### config.mk
export PLATFORM = sky130hd
export DESIGN_NAME = latency_pipe
export DESIGN_NICKNAME = d
export VERILOG_FILES = /design/src/rtl/latency_pipe_pkg.sv /design/src/rtl/port_grant.sv /design/src/rtl/countdown_slots.sv /design/src/rtl/latency_pipe.sv
export SDC_FILE = /design/constraint.sdc
export NUM_CORES = 1
export LEC_CHECK = 0
export BUFFER_PORTS_ARGS = -buffer_cell sky130_fd_sc_hd__buf_2
export CAP_MARGIN = 20
export CORE_MARGIN = 2
export CORE_UTILIZATION = 46
export DETAILED_ROUTE_END_ITERATION = 12
export PLACE_DENSITY = 0.79
export SLEW_MARGIN = 20
export SYNTH_ARGS = -nofsm -noshare
export SYNTH_HDL_FRONTEND = slang
export SYNTH_SLANG_ARGS = --single-unit
### constraint.sdc
create_clock -name clk -period 5.1 [get_ports clk]
set_clock_uncertainty 0.15 [all_clocks]
set_input_delay 0 -clock clk [delete_from_list [all_inputs] [get_ports clk]]
set_output_delay 0 -clock clk [all_outputs]
set_load 0.01 [all_outputs]
### src/rtl/latency_pipe_pkg.sv
// Package: shared register-mask type for the completion pipeline.
// Assumes one bit per architectural register.
package latency_pipe_pkg;
    parameter int unsigned REG_W = 32;
    typedef logic [REG_W-1:0] regmask_t;
endpackage

### src/rtl/port_grant.sv
// Module: port_grant
// Grants up to NPORT write ports to the lowest-numbered set bits of req_i.
// Purely combinational; assumes NPORT >= 1.
module port_grant
    import latency_pipe_pkg::*;
#(
    parameter int unsigned NPORT = 1
) (
    input  regmask_t req_i,
    output regmask_t grant_o,
    output logic     short_o
);
    regmask_t rem;
    regmask_t low;

    // Peel the lowest pending bit once per port.
    always_comb begin
        rem     = req_i;
        grant_o = '0;
        low     = '0;
        for (int p = 0; p < int'(NPORT); p++) begin
            low     = rem & (~rem + regmask_t'(1));
            grant_o = grant_o | low;
            rem     = rem & ~low;
        end
        short_o = |rem;
    end
endmodule

### src/rtl/countdown_slots.sv
// Module: countdown_slots
// Holds DEPTH merged destination masks, slot 0 being the completing one.
// On advance every slot shifts one step toward slot 0 and a new mask is
// merged into slot LAT-1; on hold only the granted bits leave slot 0.
// Assumes 1 <= LAT <= DEPTH.
module countdown_slots
    import latency_pipe_pkg::*;
#(
    parameter int unsigned DEPTH = 3,
    parameter int unsigned LAT   = 2
) (
    input  logic     clk,
    input  logic     rst_n,
    input  logic     advance_i,
    input  regmask_t granted_i,
    input  logic     ins_valid_i,
    input  regmask_t ins_mask_i,
    output regmask_t head_o
);
    localparam int unsigned INS_SLOT = LAT - 1;

    regmask_t slot_q [DEPTH];

    for (genvar k = 0; k < int'(DEPTH); k++) begin : g_slot
        regmask_t from_above;
        regmask_t ins_here;

        // Contents arriving from the next-farther slot on an advance.
        if (k == int'(DEPTH) - 1) begin : g_top
            assign from_above = '0;
        end else begin : g_mid
            assign from_above = slot_q[k+1];
        end

        // New issue mask merged only at the insertion slot.
        if (k == int'(INS_SLOT)) begin : g_ins
            assign ins_here = ins_valid_i ? ins_mask_i : '0;
        end else begin : g_noins
            assign ins_here = '0;
        end

        // Slot register: shift on advance, drain head on hold.
        always_ff @(posedge clk) begin
            if (!rst_n) begin
                slot_q[k] <= '0;
            end else if (advance_i) begin
                slot_q[k] <= from_above | ins_here;
            end else if (k == 0) begin
                slot_q[k] <= slot_q[k] & ~granted_i;
            end
        end
    end

    assign head_o = slot_q[0];
endmodule

### src/rtl/latency_pipe.sv
// Module: latency_pipe (top)
// Fixed-latency completion tracker whose write-back is limited to WPORTS
// registers per cycle; a shortfall freezes the whole pipeline.
// Assumes the issuer drops its offer whenever stall_o is high.
module latency_pipe
    import latency_pipe_pkg::*;
#(
    parameter int unsigned DEPTH  = 3,
    parameter int unsigned LAT    = 2,
    parameter int unsigned WPORTS = 1
) (
    input  logic                 clk,
    input  logic                 rst_n,
    input  logic                 issue_valid_i,
    input  logic [REG_W-1:0]     issue_mask_i,
    output logic [REG_W-1:0]     retire_o,
    output logic                 stall_o
);
    regmask_t head;
    regmask_t grant;
    logic     short;
    logic     accept;

    port_grant #(.NPORT(WPORTS)) u_grant (
        .req_i   (head),
        .grant_o (grant),
        .short_o (short)
    );

    // Issue is taken only while the pipeline is free to move.
    assign accept = issue_valid_i & ~short;

    countdown_slots #(.DEPTH(DEPTH), .LAT(LAT)) u_slots (
        .clk         (clk),
        .rst_n       (rst_n),
        .advance_i   (~short),
        .granted_i   (grant),
        .ins_valid_i (accept),
        .ins_mask_i  (issue_mask_i),
        .head_o      (head)
    );

    assign retire_o = grant;
    assign stall_o  = short;
endmodule


Yosys cells after proc, flatten, opt, wreduce, memory -nomap -nowiden --
Memories as Yosys holds them, arrays and structs flattened. Index checks and enable logic that the tools add are counted. Widths: inputs -> output; s select.
Cells by class: add/sub/neg operators 1, mux-type cells 12, bitwise logic cells 11, reductions and logical operators 1
Operators by type and width (count):
- $mux 32 | 5
- $and 32x32->32 | 2
- $not 32->32 | 2
- $add 32x1->32 const B | 1
- $or 32x32->32 | 1
- $reduce_or 32->1 | 1
- $mux 1 | 7
- $or 1x1->1 | 4
- $and 1x1->1 | 1
- $not 1->1 | 1
Word-level totals: bits in registers 0, RAM bits 96, input port bits 35, output and inout port bits 33, logic and storage cells 26, memories kept 1
Memories:
- u_slots.slot_q | words 3, bits a word 32, read ports 3, clocked after memory_dff 0, wr ports 3, RTL line countdown_slots.sv:22 | regmask_t slot_q [DEPTH];

Depth between registers and ports, before layout --
An unclocked memory read counts as a cell.
word-level depth 12, mapped depth 12, depth with buffers taken out 7

Cells and area by module --
Synthesis repeated with hierarchy kept, for this count alone.
Second synthesis, totals: cell total of the unflattened synthesis 322, area, all modules 3562.2 um^2
Modules (own cells, without submodules):
- countdown_slots | times used 1, cells each 209, area an instance 2787.7 um^2, seq. area each 1921.8 um^2
- port_grant | times used 1, cells each 111, area an instance 764.5 um^2, seq. area each 0.0 um^2
- latency_pipe | times used 1, cells each 2, area an instance 10.0 um^2, seq. area each 0.0 um^2

Worst setup path after synthesis --
No wires, ideal clock.
kind register to register, start point memory u_slots.slot_q[0][7] (netlist name), end point memory u_slots.slot_q[1][0] (netlist name), enable pin, library setup time 0.389 ns, arrival 3.146 ns, data required time 4.561 ns, slack 1.414 ns, stages on the path, launching flop included 11, buffers on the path 3, clock period less this slack 3.686 ns, cell sequence edfxtp_1 > nor4_4 > nand4_1 > buf_2 > o41a_1 > a2111oi_4 > nand3_2 > or2_1 > buf_6 > buf_6 > nand2_1
RTL lines (RTL line):
- start: declaration | countdown_slots.sv:22

==> results.ini <==
[outcome]
status = complete, no violations

[routing]
vias_per_cell = 5.12
drc = 0
drtIter0Drc = 270
vias = 2925
firstDrtPassIters = 5
wl_um = 7750
avgRoutedWirePerCell_um = 13.6
ant_nets = 0

[placement]
io_buffer_count = 67
placedCellCount = 524
place_area_sq_um = 4070
dpl.hpwl_um = 5490
finalWeightedCongestion = 0.891

[timing]
drv_slew = 0
min_period_over_period = 0.704
finalCriticalPeriod_ns = 3.59
slew_headroom = 0.316
setup_viol = 0
hold_viol_final = 0
rsz0062_at_grt = false
fin_setup_tns_ns = 0
worst_slew_pin_slew_ns = 1.03
maxClockFrequency_mhz = 278

[global_route]
grt_pass1_vias = 2627
grt.overflow.total = 0
grt_use_met3 = 0.0304
antenna_found_initial = 0
grtUsageMet2 = 0.282
busiest_layer = met2
gr-usage-met1 = 0.273
grt_pass1_wl_um = 12500
grt.total_usage = 0.189
grt_max_degree = 62

[run]
drv_cap = 0

[worst_setup_path]
crit_type = flop to output pin
critPathLaunch = u_slots.slot_q[0][11]
critical_path_required_ns = 4.95
critPathCaptureType = output pin
cp_max_fo = 32
critPathLaunchType = flop
reg2reg_from = u_slots.slot_q[0][11]
arrival_ns = 3.44

[finish]
drive_gt1_frac = 0.224
reg_top3 = u_slots.slot_q x64
instances_no_fill = 571
max_flop_register = u_slots.slot_q
fin_area_sq_um = 4600
fillCellCount = 652
diodes = 0
largest_reg_flops = 64
fin_util = 0.604
fin_nets = 500
syn2layout_area_growth_pct = 28.8

[synth]
synth_fa_ha_area_frac = 0
synthTopCellsByArea = edfxtp_1, and2_1, nand2_1
synth-simple-area-share = 0.284
ys_ff_latch = 64
syn_avg_cell_area_sq_um = 10.5
ys_types = 48
muxShareOfSynthArea = 0
synth_commonest_cells = edfxtp_1, nand2_1, and2_1, nor2_1, nand3_1
synth_edf_count = 64
seq_area_frac_synth = 0.538
synth_most_common_cell = edfxtp_1
synth_compound_area_frac = 0.131
synth_top_family_by_area = simple AND/OR/NAND/NOR gates
yosys_warnings = 0
synth-xor-area-share = 0
yosys.area.top_type_share = 0.538
async_flop_share = 0
synth.largest_area_cell = edfxtp_1
netlist_area_sq_um = 3570
dominantRegCellSynth = edfxtp_1
netlist_instances = 340

[die]
core_sq_um = 7610
fp.dieW_um = 92.1
rows = 32
io_pins = 68
die_area_sq_um = 8480
die-height_um = 92.1
initial_utilization = 0.469

[clock_network]
cts_max_level = 3
cts_resized = 0
cts_hold_buf = 32
cts.sinks = 64
cts_tree = built
clk_pin_slew_ns = 0.07
cts_setup_buffers = 0
worstSkewPairLatency_ns = 0.34
numCtsBuffers = 9
cts_root_buf = clkbuf_8
clockBufferDepth = 2

[worst_hold_path]
min_path_type = input pin to flop
hold_start = issue_valid_i

[power]
pwr_density_cell_nw_per_um2 = 262
peakVddDrop_uv = 124
p_leak_nw = 1.84
p_total_mw = 1.21

==> cells by family (layout without fill, tap and decap cells) <==
kind of cell,Yosys count,count (layout)
AND/OR/NAND/NOR,184,184
flip-flops,64,64
AO/OA/AOI/OAI,58,58
other,1,32
buffers and inverters,33,131
==> final cells by class <==
cell class	instances	area (sq um)	share of cell area
Multi-Input combinational cell	274	1600	0.348
Clock buffer	9	124	0.0269
Sequential cell	64	1920	0.418
Tap cell	102	128	0.0278
Clock inverter	6	85.1	0.0185
Timing Repair Buffer	104	693	0.151
Inverter	12	45.0	0.00980
==> through the flow <==
step / hold WS, ns / worst slack, ns
2_1_floorplan: 0.0482 / 1.41
3_3_place_gp: 0.129 / 1.67
3_5_place_dp: 0.130 / 1.54
4_1_cts: 0.265 / 1.53
5_1_grt: 0.296 / 1.31
6_report: 0.255 / 1.51
==> cells in the final DEF, fill, tap and decap left out, types with 3 or more instances in the layout <==
cell,n
nand4_1,7
o31ai_1,3
nor4_1,3
nor3b_1,4
dlygate4sd3_1,32
inv_1,12
nand3_1,17
nor3_1,4
o21a_1,4
nand2_1,51
nand3b_1,4
or2_2,3
o22ai_2,8
conb_1,32
buf_4,5
o41a_1,3
and4_1,3
nor4_4,3
o21ai_0,5
and2_1,40
and3_1,4
o21ai_1,16
buf_2,67
nor2_1,29
edfxtp_1,64
clkbuf_8,9
==> power breakdown <==
group	internal [mW]	switching [mW]	total [mW]
clock	0.271	0.198	0.468
combinational	0.0532	0.0552	0.108
sequential	0.604	0.0257	0.630
==> critical path: stages (launching register included) <==
cell and delay (ns):
edfxtp_1 0.51, nor4_4 0.40, nand2_1 0.33, or3_1 0.57, a2111oi_4 0.41, nand3_2 0.15, or2_1 0.27, buf_4 0.26
buf_2 0.19
==> final timing paths <==
kind,end,slack [ns],depth (start not counted)
max,stall_o,1.51,8
min,u_slots.slot_q[1][22],0.25,5
max reg2reg,u_slots.slot_q[1][0],1.52,8
min reg2reg,u_slots.slot_q[0][0],0.40,2
==> per-layer routing <==
metal,routed length (um),vias to the layer above
met5,0,-
li1,-,1455
met1,3610,1329
met3,439,14
met4,174,0
met2,3520,127
No activity file was read; power rests on OpenSTA's default activity.
